`src/rtl/tdec_pkg.sv`:
```
package tdec_pkg;

  typedef struct packed {
    logic start;   // accept a request, latch the row, clear the walk
    logic search;  // a walk is in progress
    logic finish;  // capture the assembled word
  } tdecStrb_t;

  // Built-in table content: the result of the offline build step.
  function automatic logic cellBit(int row, int col, int rows, int width, int idxW);
    int g;
    g = row ^ (row >> 1);
    if (col == width - 1) return (row == rows - 1);
    if (col == width - 2) return 1'b0;
    if (col % 2 == 0) return 1'(g >> ((col / 2) % idxW));
    return 1'((row * 5 + 3) >> ((col / 2) % idxW));
  endfunction

  function automatic int toggleCount(int col, int rows, int width, int idxW);
    int n;
    n = 0;
    for (int r = 1; r < rows; r++)
      if (cellBit(r, col, rows, width, idxW) != cellBit(r - 1, col, rows, width, idxW)) n++;
    return n;
  endfunction

  // Row of the k-th toggle of a column, or -1 past the end of the list.
  function automatic int toggleRow(int col, int k, int rows, int width, int idxW);
    int n;
    n = 0;
    for (int r = 1; r < rows; r++)
      if (cellBit(r, col, rows, width, idxW) != cellBit(r - 1, col, rows, width, idxW)) begin
        if (n == k) return r;
        n++;
      end
    return -1;
  endfunction

endpackage

```
`src/rtl/tdec_ctrl.sv`:
```
module tdec_ctrl
  import tdec_pkg::*;
#(
  parameter int NUM_ROWS = 16
) (
  input  logic      clk,
  input  logic      rstN,
  input  logic      reqVld,
  input  logic      allDone,
  output tdecStrb_t strb,
  output logic      busy,
  output logic      wordVld
);
  localparam int CNT_W = $clog2(NUM_ROWS + 2) + 1;

  typedef enum logic {ST_IDLE, ST_WALK} state_t;
  state_t state;

  always_comb begin
    strb.start  = (state == ST_IDLE) && reqVld;
    strb.search = (state == ST_WALK);
    strb.finish = (state == ST_WALK) && allDone;
  end

  assign busy = (state == ST_WALK);

  always_ff @(posedge clk) begin
    if (!rstN) begin
      state   <= ST_IDLE;
      wordVld <= 1'b0;
    end else begin
      wordVld <= strb.finish;
      if (strb.start) state <= ST_WALK;
      else if (strb.finish) state <= ST_IDLE;
    end
  end

  // Cycle count of the current walk, for the latency bound check.
  logic [CNT_W-1:0] walkCnt;
  always_ff @(posedge clk) begin
    if (!rstN || !busy) walkCnt <= '0;
    else walkCnt <= walkCnt + 1'b1;
  end

  assert_latency_bound_R8: assert property (@(posedge clk) disable iff (!rstN)
    int'(walkCnt) <= NUM_ROWS);

  assert_single_pulse_R6: assert property (@(posedge clk) disable iff (!rstN)
    wordVld |=> !wordVld);

  assert_result_follows_walk_R6: assert property (@(posedge clk) disable iff (!rstN)
    wordVld |-> $past(busy) && !busy);

endmodule

```
`src/rtl/tdec_dpath.sv`:
```
module tdec_dpath
  import tdec_pkg::*;
#(
  parameter int              NUM_ROWS  = 16,
  parameter int              WORD_W    = 8,
  parameter logic [WORD_W-1:0] COMP_MASK = 8'hD5,
  localparam int             IDX_W     = $clog2(NUM_ROWS),
  localparam int             PTR_W     = $clog2(NUM_ROWS) + 1
) (
  input  logic              clk,
  input  logic              rstN,
  input  tdecStrb_t         strb,
  input  logic [IDX_W-1:0]  reqIdx,
  output logic              allDone,
  output logic [WORD_W-1:0] wordOut
);
  localparam int TDEPTH = 2 ** PTR_W;

  logic [IDX_W-1:0]  idxQ;
  logic [WORD_W-1:0] colDone;
  logic [WORD_W-1:0] wordNext;

  // Plain store: only the uncompressed columns carry content.
  logic [WORD_W-1:0] plainMem [NUM_ROWS];
  initial begin
    for (int r = 0; r < NUM_ROWS; r++)
      for (int c = 0; c < WORD_W; c++)
        plainMem[r][c] = COMP_MASK[c] ? 1'b0 : cellBit(r, c, NUM_ROWS, WORD_W, IDX_W);
  end

  always_ff @(posedge clk) begin
    if (!rstN) idxQ <= '0;
    else if (strb.start) idxQ <= reqIdx;
  end

  for (genvar c = 0; c < WORD_W; c++) begin : g_col
    if (COMP_MASK[c]) begin : g_comp
      localparam int LEN = toggleCount(c, NUM_ROWS, WORD_W, IDX_W);
      logic [IDX_W-1:0] togMem [TDEPTH];
      logic [PTR_W-1:0] ptr;
      logic             hit;

      initial begin
        int tr;
        for (int k = 0; k < TDEPTH; k++) begin
          tr = toggleRow(c, k, NUM_ROWS, WORD_W, IDX_W);
          togMem[k] = (tr < 0) ? '1 : IDX_W'(tr);
        end
      end

      assign hit = (int'(ptr) < LEN) && (togMem[ptr] <= idxQ);

      always_ff @(posedge clk) begin
        if (!rstN) ptr <= '0;
        else if (strb.start) ptr <= '0;
        else if (strb.search && hit) ptr <= ptr + 1'b1;
      end

      assign colDone[c]  = !hit;
      assign wordNext[c] = ptr[0];

      assert_ptr_in_list_R2: assert property (@(posedge clk) disable iff (!rstN)
        int'(ptr) <= LEN);
    end else begin : g_plain
      assign colDone[c]  = 1'b1;
      assign wordNext[c] = plainMem[idxQ][c];
    end
  end

  assign allDone = &colDone;

  always_ff @(posedge clk) begin
    if (!rstN) wordOut <= '0;
    else if (strb.finish) wordOut <= wordNext;
  end

  assert_row_held_R7: assert property (@(posedge clk) disable iff (!rstN)
    strb.search |=> $stable(idxQ));

endmodule

```
`src/rtl/toggle_lut_decoder.sv`:
```
module toggle_lut_decoder
  import tdec_pkg::*;
#(
  parameter int                NUM_ROWS  = 16,
  parameter int                WORD_W    = 8,
  parameter logic [WORD_W-1:0] COMP_MASK = 8'hD5,
  localparam int               IDX_W     = $clog2(NUM_ROWS)
) (
  input  logic              clk,
  input  logic              rstN,
  input  logic              reqVld,
  input  logic [IDX_W-1:0]  reqIdx,
  output logic              busy,
  output logic              wordVld,
  output logic [WORD_W-1:0] wordOut
);
  tdecStrb_t strb;
  logic      allDone;

  tdec_ctrl #(.NUM_ROWS(NUM_ROWS)) u_ctrl (
    .clk(clk), .rstN(rstN), .reqVld(reqVld), .allDone(allDone),
    .strb(strb), .busy(busy), .wordVld(wordVld)
  );

  tdec_dpath #(.NUM_ROWS(NUM_ROWS), .WORD_W(WORD_W), .COMP_MASK(COMP_MASK)) u_dpath (
    .clk(clk), .rstN(rstN), .strb(strb), .reqIdx(reqIdx),
    .allDone(allDone), .wordOut(wordOut)
  );

endmodule

```
`config.mk`:
```
export PLATFORM = sky130hd
export DESIGN_NAME = toggle_lut_decoder
export DESIGN_NICKNAME = d
export VERILOG_FILES = /design/src/rtl/tdec_pkg.sv /design/src/rtl/tdec_ctrl.sv /design/src/rtl/tdec_dpath.sv /design/src/rtl/toggle_lut_decoder.sv
export SDC_FILE = /design/constraint.sdc
export NUM_CORES = 1
export LEC_CHECK = 0
export ABC_AREA = 1
export BUFFER_PORTS_ARGS = -buffer_cell sky130_fd_sc_hd__clkbuf_2
export CORE_MARGIN = 1
export CORE_UTILIZATION = 40
export CTS_CLUSTER_DIAMETER = 120
export DETAILED_ROUTE_END_ITERATION = 8
export PLACE_DENSITY_LB_ADDON = 0.12
export SLEW_MARGIN = 20
export SYNTH_ARGS = -nofsm -noshare
export SYNTH_HDL_FRONTEND = slang
export SYNTH_SLANG_ARGS = --single-unit
```
`constraint.sdc`:
```
create_clock -name clk -period 2.23 [get_ports clk]
set_clock_uncertainty 0.15 [all_clocks]
set_input_delay 0.223 -clock clk [delete_from_list [all_inputs] [get_ports clk]]
set_output_delay 0.223 -clock clk [all_outputs]
set_load 0.02 [all_outputs]
```
### Word-level counts from Yosys, hierarchy flattened

Memory sizes are Yosys's and may differ from the RTL's. A register that Yosys moved wholly into a read port is not among the register bits.
Index checks and enable logic that the tools add are counted.

* add/subtract/negate cells: 4
* multipliers: 0
* divide/modulo/power cells: 0
* order comparisons: 8
* eq/ne operators: 0
* shifts and indexed selects: 0
* muxes and demuxes: 8
* bitwise operators: 2
* reduce and logical (&&, ||, !) cells: 18

Operators with widths (number)
* $mux 5: 6
* $add 5x1->5 const B: 4
* $le 4x4->1: 3
* $logic_and 1x1->1: 10
* $logic_not 1->1: 5
* $lt 5x1->1 const B: 1
* $lt 5x2->1 const B: 1
* $lt 5x3->1 const B: 1
* $lt 5x4->1 const B: 1
* $le 4x4->1 const A: 1
* $reduce_and 4->1: 1
* $mux 1: 2
* $not 1->1: 2
* $reduce_bool 2->1: 1
* $reduce_or 2->1: 1

* bits in registers: 33
* bits in latches: 0
* memory bits (writable): 0
* memory bits (read-only): 336
* input port bits: 7
* memories: 4

Memory list
* u_dpath.g_col[0].g_comp.togMem: depth 32, width 3, rd ports 1, clocked after memory_dff 1, wr ports 0, RTL line tdec_dpath.sv:39 `logic [IDX_W-1:0] togMem [TDEPTH];`
* u_dpath.g_col[2].g_comp.togMem: depth 32, width 3, rd ports 1, clocked after memory_dff 1, wr ports 0, RTL line tdec_dpath.sv:39
* u_dpath.g_col[4].g_comp.togMem: depth 32, width 3, rd ports 1, clocked after memory_dff 1, wr ports 0, RTL line tdec_dpath.sv:39
* u_dpath.plainMem: depth 16, width 3, rd ports 1, clocked after memory_dff 1, wr ports 0, RTL line tdec_dpath.sv:24 `logic [WORD_W-1:0] plainMem [NUM_ROWS];`

### Longest topological paths before layout

* depth after elaboration: 7
* gate-level depth with buffers: 12
* depth with buffers taken out: 12

### By module

Synthesis repeated with hierarchy kept, for this count alone.

* cell total of the unflattened synthesis: 231
* area, all modules: 1899.3 sq um

Modules (own cells, without submodules)
* tdec_dpath: times used 1, cells an instance 219, area each 1813.0 sq um, seq. area each 780.7 sq um
* tdec_ctrl: times used 1, cells an instance 12, area each 86.3 sq um, seq. area each 40.0 sq um

### Worst setup path after synthesis

Ideal clock, no wire load.

* path type: reg-to-reg
* start: register u_dpath.idxQ[1]
* end: register u_dpath.wordOut[0]
* library setup time: 0.113 ns
* arrival: 1.465 ns
* data required time: 1.967 ns
* setup slack: 0.502 ns
* stages on the path, launching flop included: 13
* clock period less this slack: 1.728 ns
* cell sequence: dfxtp_1 inv_1 ha_1 nand2_1 nor2_1 nor2_2 nand2_2 nand2_2 nand2_4 nor2_8 nor2_8 nand2_1 nand2_1

* word-level cells in the longest chain between the ends: 5
* elaborated cells on any way between the ends: 14

RTL lines
* start, declared: RTL line tdec_dpath.sv:19 `logic [IDX_W-1:0] idxQ;`
* start signal, assigned: RTL line tdec_dpath.sv:33 `else if (strb.start) idxQ <= reqIdx;`
* $le 4x4->1: RTL line tdec_dpath.sv:51 `assign hit = (int'(ptr) < LEN) && (togMem[ptr] <= idxQ);`
* $logic_and 1x1->1: RTL line tdec_dpath.sv:51
* $logic_not 1->1: RTL line tdec_dpath.sv:59 `assign colDone[c] = !hit;`
* $reduce_and 4->1 *: RTL line tdec_dpath.sv:70 `assign allDone = &colDone;`
* $logic_and 1x1->1 *: RTL line tdec_ctrl.sv:22 `strb.finish = (state == ST_WALK) && allDone;`
* end signal, assigned: RTL line tdec_dpath.sv:74 `else if (strb.finish) wordOut <= wordNext;`
* end, declared: RTL line tdec_dpath.sv:15 `output logic [WORD_W-1:0] wordOut`

Mark *: on every way between the ends. The rest lies on a longest branch, timed or not.
A chain may end at the register's enable or synchronous reset.

### Worst setup path after layout

* start: register u_dpath.idxQ[1]
* end: register u_dpath.wordOut[3] (read register of u_dpath.plainMem)

* word-level cells in the longest chain between the ends: 5
* elaborated cells on any way between the ends: 14

RTL lines (RTL line)
* $le 4x4->1: tdec_dpath.sv:51
* $logic_and 1x1->1: tdec_dpath.sv:51
* $logic_not 1->1: tdec_dpath.sv:59
* $reduce_and 4->1: tdec_dpath.sv:70
* $logic_and 1x1->1: tdec_ctrl.sv:22

Parallel ways exist; a longest one is shown, timed or not.

==> out/results.ini <==
[sta]
hold_violations = 0
max_freq_ghz = 0.516
setup_viol = 0
tns_ns = 0
period_share_pct = 86.9
rsz0062_at_grt = no
hold-worst-slack_ns = 0.0658
min_period_ns = 1.94
maxSlewViolCount = 0

[floorplan]
die-width_um = 70.7
die_area_mm2 = 0.00500
rows = 24
die_y_um = 70.7
start_util_pct = 42.5
core_mm2 = 0.00444
boundaryPins = 17

[global_routing]
grt_max_degree = 14
grt_pass1_vias = 1301
track_usage_pct = 15.6
antenna_found_initial = 0
grt_pass1_wl_um = 6040
grt-ovfl-total = 0

[finish]
final_common_cell = inv_1
antenna_cells = 0
fin_nets = 283
mostFrequentLayoutCells = inv_1 (46), nand2_1 (43), dfxtp_1 (41), nand3_1 (27), ha_1 (16)
drive_above_1_share_pct = 14.2
area_delta_synth_final_pct = 11.7

[power]
p_comb_share_pct = 25.6
switchingPower_w = 0.000582
swShare_pct = 32.7
powerDensity_mw_per_mm2 = 843
p_leak_nw = 1.11
ir_drop_mv = 0.246
p_clk_share_pct = 27.2
power_frac_seq_pct = 47.2
p_int_w = 0.00120

[clock_tree]
cts_buffers = 5
clock_latency_ns = 0.29
cts_resized = 0
cts_root_buf = clkbuf_8
cts_setup_buffers = 0
cts_hold_buf = 0
cts_buffer_depth = 2
tritoncts = yes
cts.sinks = 41
clk_pin_slew_ns = 0.07
cts.htree.levels = 2

[worst_hold_path]
hp-class = input pin to flip-flop

[logic_synthesis]
synth_edf_count = 0
syn_inst = 240
yosysUniqueCellTypes = 25
syn-cell-area_mm2 = 0.00189
yosysSeqAreaShare_pct = 43.4
syn-num-nets = 263
async_flop_share_pct = 0
syn_area_per_cell_um2 = 7.87
synth_top_family_by_area = simple AND/OR/NAND/NOR gates
yosys.area_share.simple_pct = 29.9
yosysWarnings = 0
muxShareOfSynthArea_pct = 0
ys_seq_elements = 41
synth-compound-area-share_pct = 4.24
synth_flop_cell = dfxtp_1
synthAdderAreaFrac_pct = 10.6
synthXorXnorAreaFrac_pct = 0.927

[detailed_routing]
vias_per_cell = 4.64
detail-route-antenna-nets = 0
wl_per_cell_um = 11.4
wl_um = 3550
drc = 8
firstDrtPassIters = 6
dr.first_iter.drc_count = 86
vias = 1448

[setup_path]
startpoint_type = flip-flop
worst-endpoint-required_ns = 2.26
crit_arrival_ns = 1.97
path_class = flip-flop to flip-flop
path_max_fanout = 9
end_kind = flip-flop

[placed_design]
dpl.hpwl_um = 2720
gp_congestion = 0.757
port_buffers = 15

[flow_run]
maxCapViolations = 0

[status]
violations = DRC
status = complete, but fails checks

-- layout make-up --
type / instances / area, um^2
multi-input combinational: 147 / 867
sequential: 41 / 821
inverter: 48 / 180
tap: 52 / 65.1
timing repair buffer: 17 / 90.1
clock buffer: 7 / 86.3
fill: 462 / 2330
-- cells by family after synthesis --
family,after synthesis
AOI/OAI and AO/OA,16
xor gates and xnor gates,2
adders and majority gates,16
buffers and inverters,52
DFF,41
other,1
and+or+nand+nor,112
-- layer usage --
layer | track usage (%) | up-vias | wire [um]
met5 | 0 | - | 0
met4 | 6.67 | 0 | 61
met3 | 4.42 | 7 | 128
met2 | 23.5 | 26 | 1550
met1 | 20.8 | 614 | 1810
li1 | - | 801 | -
-- worst paths after layout --
path | startpoint | to | slack, ns | depth (start not counted)
worst min-delay path | reqVld | u_ctrl.busy | 0.07 | 3
worst max-delay path | u_dpath.idxQ[1] | u_dpath.wordOut[3] | 0.29 | 12
worst max register to register | u_dpath.idxQ[1] | u_dpath.wordOut[3] | 0.29 | 12
worst min register to register | u_dpath.wordOut[1] | u_dpath.wordOut[1] | 0.30 | 2
-- worst max-delay path, cell delays in order, from the launching register on --
cell	delay, ns
dfxtp_1	0.47
inv_1	0.10
ha_1	0.31
nand2_1	0.07
nor2_1	0.04
nor2_2	0.09
nand2_2	0.10
nand2_2	0.09
nand2_4	0.07
nor2_8	0.17
nor2_8	0.06
nand2_1	0.06
nand2_1	0.05
-- synth_stat cells (2+ instances only) --
cell type	count	area, um^2
a21oi_1	9	45.0
buf_2	2	10.0
dfxtp_1	41	821
ha_1	16	200
inv_1	46	173
inv_2	2	7.51
nand2_1	43	161
nand2_2	4	25.0
nand3_1	27	135
nand4_1	12	75.1
nor2_1	15	56.3
nor2_2	2	12.5
nor2_4	2	22.5
nor2_8	2	40.0
nor3_1	2	10.0
o21ai_0	6	30.0
-- power groups by stage --
stage / clock [W] / combinational (W) / sequential (W)
after floorplan: 0 / 0.000351 / 0.000856
after CTS: 0.000504 / 0.000459 / 0.000840
after global routing: 0.000530 / 0.000512 / 0.000848
after global placement: 0 / 0.000453 / 0.000857
final: 0.000484 / 0.000455 / 0.000839
after detailed placement: 0 / 0.000458 / 0.000857
-- per-stage QoR --
step	util [%]	power, W	instances	cell area (um^2)	setup WS [ns]
after floorplan	-	0.00121	240	1890	0.502
after global placement	45.5	0.00131	305	2020	0.283
after CTS	47.5	0.00180	312	2110	0.261
after detailed placement	45.5	0.00132	305	2020	0.272
final	47.5	0.00178	312	2110	0.292
after global routing	47.5	0.00189	312	2110	0.133
(Power assumes the default switching activity.)
